### src/rtl/ssi_pkg.sv
// Shared types for the serial port: framing modes and engine states.
package ssi_pkg;
    typedef enum logic [1:0] {
        M_SYNC  = 2'b00,
        M_TW9   = 2'b01,
        M_TW8   = 2'b10,
        M_SYNC2 = 2'b11
    } ssi_mode_e;

    typedef enum logic [2:0] {
        S_IDLE, S_START, S_BIT_LO, S_BIT_HI, S_STOP_A, S_STOP_B, S_STOP_C
    } ssi_state_e;

    // True for the framings that use start/stop conditions.
    function automatic logic is_two_wire(ssi_mode_e m);
        return (m == M_TW9) || (m == M_TW8);
    endfunction
endpackage

### src/rtl/ssi_tick_sel.sv
// Picks one shift-tick strobe out of NSRC candidates.
// Assumes each source is a one-cycle strobe; an index beyond NSRC gives no tick.
module ssi_tick_sel #(
    parameter int NSRC  = 2,
    parameter int SEL_W = 1
) (
    input  logic [NSRC-1:0]  tick_src,
    input  logic [SEL_W-1:0] sel,
    output logic             tick
);
    // Multiplex the selected strobe.
    always_comb begin
        tick = 1'b0;
        for (int i = 0; i < NSRC; i++) begin
            if (sel == SEL_W'(i)) tick = tick_src[i];
        end
    end
endmodule

### src/rtl/ssi_buffers.sv
// Transmit and receive holding registers, their flags, and the interrupt pulse.
// Assumes load/cap/xfer_end are single-cycle strobes from the engine.
module ssi_buffers #(
    parameter int DW = 8
) (
    input  logic          clk,
    input  logic          rst_n,
    input  logic          tx_wr,
    input  logic [DW-1:0] tx_data,
    input  logic          load,
    output logic          tx_full,
    output logic [DW-1:0] tx_buf,
    input  logic          rx_rd,
    input  logic          cap,
    input  logic [DW-1:0] cap_byte,
    output logic          rx_full,
    output logic [DW-1:0] rx_buf,
    input  logic          ifn,
    input  logic          xfer_end,
    input  logic          dir_q,
    output logic          irq
);
    // Transmit holding register: accepts a write only when empty.
    always_ff @(posedge clk) begin
        if (!rst_n) begin
            tx_full <= 1'b0;
            tx_buf  <= '0;
        end else if (load) begin
            tx_full <= 1'b0;
        end else if (tx_wr && !tx_full) begin
            tx_full <= 1'b1;
            tx_buf  <= tx_data;
        end
    end

    // Receive holding register: a capture wins over a read in the same cycle.
    always_ff @(posedge clk) begin
        if (!rst_n) begin
            rx_full <= 1'b0;
            rx_buf  <= '0;
        end else if (cap) begin
            rx_full <= 1'b1;
            rx_buf  <= cap_byte;
        end else if (rx_rd) begin
            rx_full <= 1'b0;
        end
    end

    // Interrupt pulse, one cycle after the chosen event.
    always_ff @(posedge clk) begin
        if (!rst_n) irq <= 1'b0;
        else        irq <= ifn ? xfer_end : (load | (cap & ~dir_q));
    end

    p_full_write_ignored_r3: assert property (@(posedge clk) disable iff (!rst_n)
        (tx_full && tx_wr && !load) |=> ($stable(tx_buf) && tx_full));
    p_capture_flags_r9: assert property (@(posedge clk) disable iff (!rst_n)
        cap |=> (rx_full && rx_buf == $past(cap_byte)));
    p_load_empties_r2: assert property (@(posedge clk) disable iff (!rst_n)
        load |=> !tx_full);
endmodule

### src/rtl/ssi_engine.sv
// Bit engine: frames one byte per transfer in the latched mode and direction.
// Each tick advances one half bit. The line is sampled on the rising clock.
// Assumes the tick is a one-cycle strobe. Mode and direction are latched at start.
module ssi_engine
    import ssi_pkg::*;
#(
    parameter int DW = 8
) (
    input  logic          clk,
    input  logic          rst_n,
    input  logic          tick,
    input  logic          en,
    input  ssi_mode_e     mode,
    input  logic          dir,
    input  logic          tack,
    input  logic          tx_full,
    input  logic [DW-1:0] tx_byte,
    input  logic          sd_in,
    output logic          load,
    output logic          cap,
    output logic [DW-1:0] cap_byte,
    output logic          xfer_end,
    output logic          dir_q,
    output logic          active,
    output logic          rack,
    output logic          sc_out,
    output logic          sd_out,
    output logic          sd_oe
);
    localparam int CW = $clog2(DW + 1);

    ssi_state_e     state;
    ssi_mode_e      mode_q;
    logic [DW-1:0]  shift;
    logic [CW-1:0]  bitcnt;
    logic [CW-1:0]  last_idx;
    logic           tw;
    logic           go;

    // Start decision and the strobes handed to the buffers.
    always_comb begin
        tw       = is_two_wire(mode_q);
        last_idx = (mode_q == M_TW9) ? CW'(DW) : CW'(DW - 1);
        go       = (state == S_IDLE) && en && (!dir || tx_full);
        load     = go && dir;
        cap      = tick && (state == S_BIT_HI) && (bitcnt == CW'(DW - 1));
        cap_byte = {shift[DW-2:0], sd_in};
        xfer_end = tick && (((state == S_BIT_HI) && (bitcnt == last_idx) && !tw)
                            || (state == S_STOP_C));
    end

    // Framing state machine, clock and data drivers.
    always_ff @(posedge clk) begin
        if (!rst_n) begin
            state  <= S_IDLE;
            mode_q <= M_SYNC;
            dir_q  <= 1'b0;
            shift  <= '0;
            bitcnt <= '0;
            active <= 1'b0;
            rack   <= 1'b0;
            sc_out <= 1'b1;
            sd_out <= 1'b1;
            sd_oe  <= 1'b0;
        end else begin
            case (state)
                S_IDLE: begin
                    sd_out <= 1'b1;
                    sd_oe  <= is_two_wire(mode);
                    if (go) begin
                        mode_q <= mode;
                        dir_q  <= dir;
                        active <= 1'b1;
                        bitcnt <= '0;
                        if (dir) shift <= tx_byte;
                        state  <= is_two_wire(mode) ? S_START : S_BIT_LO;
                    end
                end
                S_START: if (tick) begin
                    sd_out <= 1'b0;
                    sd_oe  <= 1'b1;
                    state  <= S_BIT_LO;
                end
                S_BIT_LO: if (tick) begin
                    sc_out <= 1'b0;
                    if (bitcnt < CW'(DW)) begin
                        sd_out <= dir_q ? shift[DW-1] : 1'b1;
                        sd_oe  <= dir_q;
                    end else begin
                        sd_out <= dir_q ? 1'b1 : ~tack;
                        sd_oe  <= ~dir_q;
                    end
                    state <= S_BIT_HI;
                end
                S_BIT_HI: if (tick) begin
                    sc_out <= 1'b1;
                    if (bitcnt < CW'(DW)) shift <= {shift[DW-2:0], sd_in};
                    else if (dir_q)       rack  <= ~sd_in;
                    if (bitcnt == last_idx) begin
                        if (tw) begin
                            state <= S_STOP_A;
                        end else begin
                            state  <= S_IDLE;
                            active <= 1'b0;
                            sd_out <= 1'b1;
                            sd_oe  <= 1'b0;
                        end
                    end else begin
                        bitcnt <= bitcnt + 1'b1;
                        state  <= S_BIT_LO;
                    end
                end
                S_STOP_A: if (tick) begin
                    sc_out <= 1'b0;
                    sd_out <= 1'b0;
                    sd_oe  <= 1'b1;
                    state  <= S_STOP_B;
                end
                S_STOP_B: if (tick) begin
                    sc_out <= 1'b1;
                    state  <= S_STOP_C;
                end
                S_STOP_C: if (tick) begin
                    sd_out <= 1'b1;
                    active <= 1'b0;
                    state  <= S_IDLE;
                end
                default: state <= S_IDLE;
            endcase
        end
    end

    p_clock_on_tick_r11: assert property (@(posedge clk) disable iff (!rst_n)
        !$stable(sc_out) |-> $past(tick));
    p_tx_needs_buffer_r2: assert property (@(posedge clk) disable iff (!rst_n)
        ($rose(active) && dir_q) |-> $past(tx_full));
    p_start_needs_en_r10: assert property (@(posedge clk) disable iff (!rst_n)
        $rose(active) |-> $past(en));
    p_line_edges_r5: assert property (@(posedge clk) disable iff (!rst_n)
        (is_two_wire(mode_q) && sc_out && $past(sc_out) && (sd_out != $past(sd_out))
         && ($past(state) != S_IDLE))
        |-> (($past(state) == S_START) || ($past(state) == S_STOP_C)));
    p_ack_owner_r6: assert property (@(posedge clk) disable iff (!rst_n)
        ((state == S_BIT_HI) && (bitcnt == CW'(DW))) |-> (sd_oe != dir_q));
    p_no_ack_keeps_rack_r7: assert property (@(posedge clk) disable iff (!rst_n)
        (mode_q != M_TW9) |=> $stable(rack));
endmodule

### src/rtl/ssi_port.sv
// Top of the buffered serial port: tick select, holding registers, bit engine.
// Assumes the pin logic resolves sd_out/sd_oe into sd_in; clock sources are external.
module ssi_port
    import ssi_pkg::*;
#(
    parameter int DW    = 8,
    parameter int NSRC  = 2,
    localparam int SEL_W = (NSRC > 1) ? $clog2(NSRC) : 1
) (
    input  logic             clk,
    input  logic             rst_n,
    input  logic [NSRC-1:0]  tick_src,
    input  logic [SEL_W-1:0] clk_sel,
    input  logic             en,
    input  logic [1:0]       mode,
    input  logic             dir,
    input  logic             ifn,
    input  logic             tack,
    input  logic             tx_wr,
    input  logic [DW-1:0]    tx_data,
    input  logic             rx_rd,
    output logic [DW-1:0]    rx_data,
    output logic             tx_ready,
    output logic             rx_ready,
    output logic             active,
    output logic             rack,
    output logic             sc_out,
    output logic             sd_out,
    output logic             sd_oe,
    input  logic             sd_in,
    output logic             so_bit,
    output logic             irq
);
    logic          tick, load, cap, xfer_end, dir_q;
    logic [DW-1:0] tx_buf, cap_byte;

    ssi_tick_sel #(.NSRC(NSRC), .SEL_W(SEL_W)) u_tick (
        .tick_src(tick_src), .sel(clk_sel), .tick(tick)
    );

    ssi_buffers #(.DW(DW)) u_buf (
        .clk(clk), .rst_n(rst_n), .tx_wr(tx_wr), .tx_data(tx_data),
        .load(load), .tx_full(tx_ready), .tx_buf(tx_buf),
        .rx_rd(rx_rd), .cap(cap), .cap_byte(cap_byte),
        .rx_full(rx_ready), .rx_buf(rx_data),
        .ifn(ifn), .xfer_end(xfer_end), .dir_q(dir_q), .irq(irq)
    );

    ssi_engine #(.DW(DW)) u_eng (
        .clk(clk), .rst_n(rst_n), .tick(tick), .en(en),
        .mode(ssi_mode_e'(mode)), .dir(dir), .tack(tack),
        .tx_full(tx_ready), .tx_byte(tx_buf), .sd_in(sd_in),
        .load(load), .cap(cap), .cap_byte(cap_byte), .xfer_end(xfer_end),
        .dir_q(dir_q), .active(active), .rack(rack),
        .sc_out(sc_out), .sd_out(sd_out), .sd_oe(sd_oe)
    );

    // Modulators take the registered data output bit.
    assign so_bit = sd_out;

    p_end_irq_r8: assert property (@(posedge clk) disable iff (!rst_n)
        (irq && $past(ifn)) |-> $fell(active));
    p_reset_state_r1: assert property (@(posedge clk)
        $past(!rst_n) |-> (sc_out && !sd_oe && !active && !tx_ready && !rx_ready && !irq && !rack));
endmodule

### config.mk
export PLATFORM = sky130hd
export DESIGN_NAME = ssi_port
export DESIGN_NICKNAME = d
export VERILOG_FILES = /design/src/rtl/ssi_pkg.sv /design/src/rtl/ssi_tick_sel.sv /design/src/rtl/ssi_buffers.sv /design/src/rtl/ssi_engine.sv /design/src/rtl/ssi_port.sv
export SDC_FILE = /design/constraint.sdc
export NUM_CORES = 1
export LEC_CHECK = 0
export ABC_AREA = 1
export BUFFER_PORTS_ARGS = -buffer_cell sky130_fd_sc_hd__buf_2
export CAP_MARGIN = 20
export CORE_ASPECT_RATIO = 0.8
export CORE_UTILIZATION = 35
export CTS_CLUSTER_SIZE = 14
export DETAILED_ROUTE_END_ITERATION = 7
export MAX_ROUTING_LAYER = met4
export PLACE_DENSITY = 0.5
export SLEW_MARGIN = 25
export SYNTH_ARGS = -nofsm -noshare
export SYNTH_HDL_FRONTEND = slang
export SYNTH_SLANG_ARGS = --single-unit
### constraint.sdc
create_clock -name clk -period 1.75 [get_ports clk]
set_input_delay 0.2625 -clock clk [delete_from_list [all_inputs] [get_ports clk]]
set_output_delay 0.2625 -clock clk [all_outputs]
set_load 0.01 [all_outputs]
# Word-level counts from Yosys, hierarchy flattened
# Index checks and enable logic that the tools add are counted.
[word_totals]
output_inout_bits = 17
word_cells = 133
regBits = 42
inputBits = 22
[classes]
muxes = 44
magnitude_cmp = 1
n_reduce_logical = 37
eq_ne = 27
addsub = 1
n_bitwise = 8
[ops]
columns = ["op", "n"]
rows = [
  ["8-bit two-way mux", 4],
  ["3-bit two-way mux", 9],
  ["3-bit one-hot mux with 7 select lines", 1],
  ["2-bit by 1-bit inequality test with 1-bit output (second input constant)", 10],
  ["1-bit two-way mux", 19],
  ["4-bit two-way mux", 4],
  ["8-bit one-hot mux with 2 select lines", 1],
  ["7-bit AND reduction", 2],
  ["6-bit AND reduction", 2],
  ["2-bit inequality test (second input constant)", 5],
  ["3-bit equality test (second input constant)", 3],
  ["1-bit logical AND", 9],
  ["4-bit one-hot mux with 2 select lines", 1],
  ["4-bit AND reduction", 2],
  ["2-bit OR reduction", 4],
  ["3-bit by 2-bit equality test with 1-bit output (second input constant)", 2],
  ["1-bit NOT", 6],
  ["2-bit nonzero test", 3],
  ["1-bit one-hot mux with 5 select lines", 1],
  ["5-bit AND reduction", 1],
  ["5-bit nonzero test", 1],
  ["4-bit by 1-bit adder with 4-bit output (second input constant)", 1],
  ["2-bit by 1-bit equality test with 1-bit output (second input constant)", 2],
  ["2-bit equality test (second input constant)", 2],
  ["other kinds (17)", 23],
]

# Depth between registers and ports, before layout
[logic_depth]
depth_word = 8
ltp_mapped = 11
depth_no_buf = 10

# By module
# Synthesis repeated with hierarchy kept, for this count alone.
[hier_totals]
cells_unflattened = 355
hier_area_um2 = 2277.2
[by_module_without_submodules]
columns = ["module", "seq_area_each_um2", "cells_each", "area_each_um2", "instances"]
rows = [
  ["ssi_engine", 460.4, 249, 1520.2, 1],
  ["ssi_buffers", 380.4, 101, 734.5, 1],
  ["ssi_tick_sel", 0.0, 4, 15.0, 1],
  ["ssi_port", 0.0, 1, 7.5, 1],
]

# Worst setup path before layout
# No wires, ideal clock.
[synth_timing]
kind = "reg2reg"
from = "reg u_eng.state[2]"
to = "reg u_eng.shift[6]"
path_buffers = 2
period_less_slack_ns = 1.403
t_arrival_ns = 1.290
stages_incl_launch_ff = 11
slack_ns = 0.347
setup_time_ns = 0.113
t_required_ns = 1.637
cell_sequence = "dfxtp_1 buf_2 inv_2 nand3_2 nand2_1 nand3_2 nor2_4 buf_6 nand2_1 nand2_1 nor2_1"
[synth_between]
elab_chain_cells = 5
elab_cells_between_ends = 11
cone_classes = "5 x eq/ne; 1 x mux; 5 x reduce/logical"
[synth_rtl]
columns = ["item", "line", "text"]
rows = [
  ["from (decl)", "ssi_engine.sv:32", "ssi_state_e state;"],
  ["from (signal assigned)", "ssi_engine.sv:76", "state <= is_two_wire(mode) ? S_START : S_BIT_LO;"],
  ["3-bit zero test", "ssi_engine.sv:44, ssi_engine.sv:66", ""],
  ["1-bit logical AND (2 in series)", "ssi_engine.sv:44", "go = (state == S_IDLE) && en && (!dir || tx_full);"],
  ["2-bit by 1-bit inequality test with 1-bit output (no line)", "n/a", ""],
  ["5-bit AND reduction (no line)", "n/a", ""],
  ["to (signal assigned)", "ssi_engine.sv:75", "if (dir) shift <= tx_byte;"],
  ["to (signal assigned)", "ssi_engine.sv:97", "if (bitcnt < CW'(DW)) shift <= {shift[DW-2:0], sd_in};"],
  ["to (decl)", "ssi_engine.sv:34", "logic [DW-1:0] shift;"],
]
# Parallel ways exist; a longest one is shown, timed or not.
# A chain may end at the register's enable or synchronous reset.

# Worst setup path in the final report
[layout_timing]
from = "reg u_eng.state[0]"
to = "reg u_eng.shift[5]"
# The elaborated chain is that of the path after synthesis.

==> results.yml <==
run_status:
  status: "finished, final reports clean"
worst_setup_path:
  worstSetupPathType: "reg2reg"
  cp_cell_sequence: "nand2_1, nor2_4, nand2_2, nand3_2, nor2_4, buf_12, buf_4, nor2_1, nor2_1"
  crit_path_start_kind: "flip-flop"
  max_stage_delay_ns: 0.47
  required_ns: 1.94
  path_max_fanout: 16
  worstReg2RegStart: "u_eng.state[0]$_SDFFE_PN0P_"
  crit_arrival_ns: 1.79
  crit_start: "u_eng.state[0]$_SDFFE_PN0P_"
  crit_slowest_cell: "dfxtp_1"
  end_kind: "flip-flop"
synthesis:
  netlist_area_um2: 2170
  syn-num-nets: 368
  netlist_top_cells_area: "dfxtp_1 (39%), nand2_1 (18%), nor2_1 (11%)"
  yosysTopAreaCell: "dfxtp_1"
  synth_cells: 344
  synth_seq_cells: 42
  ys_seq_area_frac: 0.388
  yosysWarnings: 0
  yosysTopAreaCellShare: 0.388
  synth.avg_cell_area_um2: 6.30
  synth.distinct_cells: 27
power:
  powerDensity_nw_per_um2: 1270
  switching_power_mw: 1.29
  p_int_mw: 1.97
  p_clk_frac: 0.200
  swShare: 0.397
  power_leakage_nw: 1.27
  seq_power_share: 0.400
  peakVddDrop_mv: 0.349
  combPwrFrac: 0.400
layout:
  final_cell_mix: "nand2_1 (103), nor2_1 (63), inv_1 (41), dfxtp_1 (41), buf_2 (38)"
  drive_gt1_frac: 0.168
  fill_cells: 669
  syn_to_final_growth_pct: 18.3
  n_antenna_cell: 0
  nets: 410
  layout_commonest_cell: "nand2_1"
floorplanning:
  coreArea_um2: 5940
  die_h_um: 72.4
  boundaryPins: 39
  dieArea_um2: 6510
  die_x_um: 90.0
  start_util: 0.365
  core.rowCount: 25
sta:
  maxSlewViolCount: 0
  setup_viol: 0
  rsz0062_at_grt: "false"
  setup_tns_ns: 0
  hold_violations: 0
  fin_crit_ns: 1.59
  post-route-period-util: 0.910
  relSlewSlack: 0.789
  hold_ws_ns: 0.210
  clock.fmax_mhz: 628
  skew_ns: 0.00746
  worst_slew_pin_slew_ns: 0.316
detailed_routing:
  dr_total_vias: 2079
  dr.pass1.iters: 5
  vias_per_cell: 4.44
  routed_wl_mm: 5.13
  drtAntennaViolNets: 0
  wl_per_cell_um: 11.0
  drc: 0
  drtIter0Drc: 118
place:
  dp_hpwl_mm: 3.89
  portBuffers: 38
  place_congestion: 0.850
min_path:
  holdCritPathClass: "in2reg"
  hp-start: "rx_rd"
cts:
  clk_latency_ns: 0.29
  cts-htree-levels: 2
  clk_path_buf_depth: 2
  ctsHoldBuffers: 0
  clkSinkCount: 42
  cts.clk_slew.worst_paths_ns: 0.08
  cts_root_buffer: "clkbuf_8"
  cts_buffers: 5
  cts_tree: "done"
flow_run:
  maxCapViolCount: 0
global_route:
  grt_pass1_wl_mm: 8.42
  grt_use_met3: 0.0367
  antenna_found_initial: 0
  met1_usage: 0.254
  grt.met2_usage: 0.219
  grt_overflow: 0
  grt_util_all_layers: 0.168
  top_usage_layer: "met1"
  grt_pass1_vias: 1721
  grt_start_max_net_pins: 23
## routing by layer
layer	share of wire	vias up	routed length, um
li1	-	1157	-
met1	0.55	856	2830
met2	0.37	62	1900
met3	0.073	4	376
met4	0.0056	0	29
met5	0	-	0
## final cells by class
type                            count  area, um2  share of cell area
Multi-Input combinational cell    248       1100               0.429
Sequential cell                    42        842               0.328
Clock buffer                        6       82.6              0.0322
Timing Repair Buffer               46        263               0.102
Clock inverter                      2       12.5             0.00488
Inverter                           43        161              0.0630
Tap cell                           81        101              0.0395
## critical path: cells and delay by family (launching register included)
family	cells	cell delay [ns]
AND/OR/NAND/NOR	7	0.75
buffers and inverters	2	0.27
flip-flops	1	0.47
## path summary, 6_finish.rpt
check | end | slack, ns | depth (start not counted)
worst max-delay path | u_eng.shift[5]$_SDFFE_PN0P_ | 0.16 | 9
worst min-delay path | u_buf.rx_full$_SDFFE_PN0P_ | 0.21 | 4
worst max register to register | u_eng.shift[5]$_SDFFE_PN0P_ | 0.16 | 9
worst min register to register | u_buf.rx_buf[4]$_SDFFE_PN0P_ | 0.44 | 2
## what timing repair did
item / CTS / global route
setup endpoints to repair: 0 / 6
setup buffers: 0 / 2
endpoints found under the hold margin: 0 / 0
resized for setup: 0 / 1
## kinds of logic (layout without fill, tap and decap cells)
group | after synthesis | count (layout) | synth area share
compound gates | 52 | 52 | 0.125
xor+xnor | 1 | 1 | 0.00404
flops | 42 | 42 | 0.388
buf+inv | 54 | 97 | 0.104
fa+ha+maj | 2 | 2 | 0.0115
simple gates | 193 | 193 | 0.368
## state kept, by name (all words and copies together) (netlist names)
| signal | flops |
|---|---|
| u_buf.rx_full | 1 |
| u_buf.tx_buf | 8 |
| u_eng.bitcnt | 4 |
| u_eng.rack | 1 |
| u_buf.tx_full | 1 |
| u_eng.sc_out | 1 |
| u_eng.shift | 8 |
| u_eng.active | 1 |
| u_eng.dir_q | 1 |
| u_buf.rx_buf | 8 |
| u_eng.mode_q | 2 |
| u_eng.sd_oe | 1 |
| u_eng.state | 3 |
| u_buf.irq | 1 |
| u_eng.sd_out | 1 |
## power groups by stage
stage	logic (mW)	clock network, mW	registers [mW]
6_report	1.30	0.653	1.31
4_1_cts	1.21	0.682	1.31
3_3_place_gp	1.22	0	1.33
2_1_floorplan	0.993	0	1.29
3_5_place_dp	1.21	0	1.33
5_1_grt	1.52	0.720	1.33
## stage by stage
| stage | utilization | instances | power [mW] | area [um2] | setup WS, ns |
|---|---|---|---|---|---|
| global route | 0.431 | 468 | 3.57 | 2560 | 0.0745 |
| finish | 0.431 | 468 | 3.26 | 2560 | 0.157 |
| detailed placement | 0.411 | 458 | 2.54 | 2440 | 0.189 |
| floorplan | - | 344 | 2.28 | 2170 | 0.347 |
| CTS | 0.427 | 466 | 3.21 | 2530 | 0.178 |
| global placement | 0.411 | 458 | 2.55 | 2440 | 0.200 |
## synthesized netlist by cell type
master / count
buf_6: 2
clkbuf_1: 4
nand3_2: 3
buf_2: 3
o21ai_1: 1
buf_4: 1
o211ai_1: 2
o21ai_0: 26
nor3b_1: 1
nor2_4: 2
nand2_2: 2
nor2_1: 63
o21bai_1: 1
o22ai_1: 1
a31oi_1: 1
nand3b_1: 1
inv_1: 41
ha_1: 2
nor2_2: 1
inv_2: 2
a21oi_1: 20
nand2_1: 103
xnor2_1: 1
dfxtp_1: 42
buf_1: 1
nand3_1: 15
nand4_1: 2
Power figures use the tool's default switching activity.
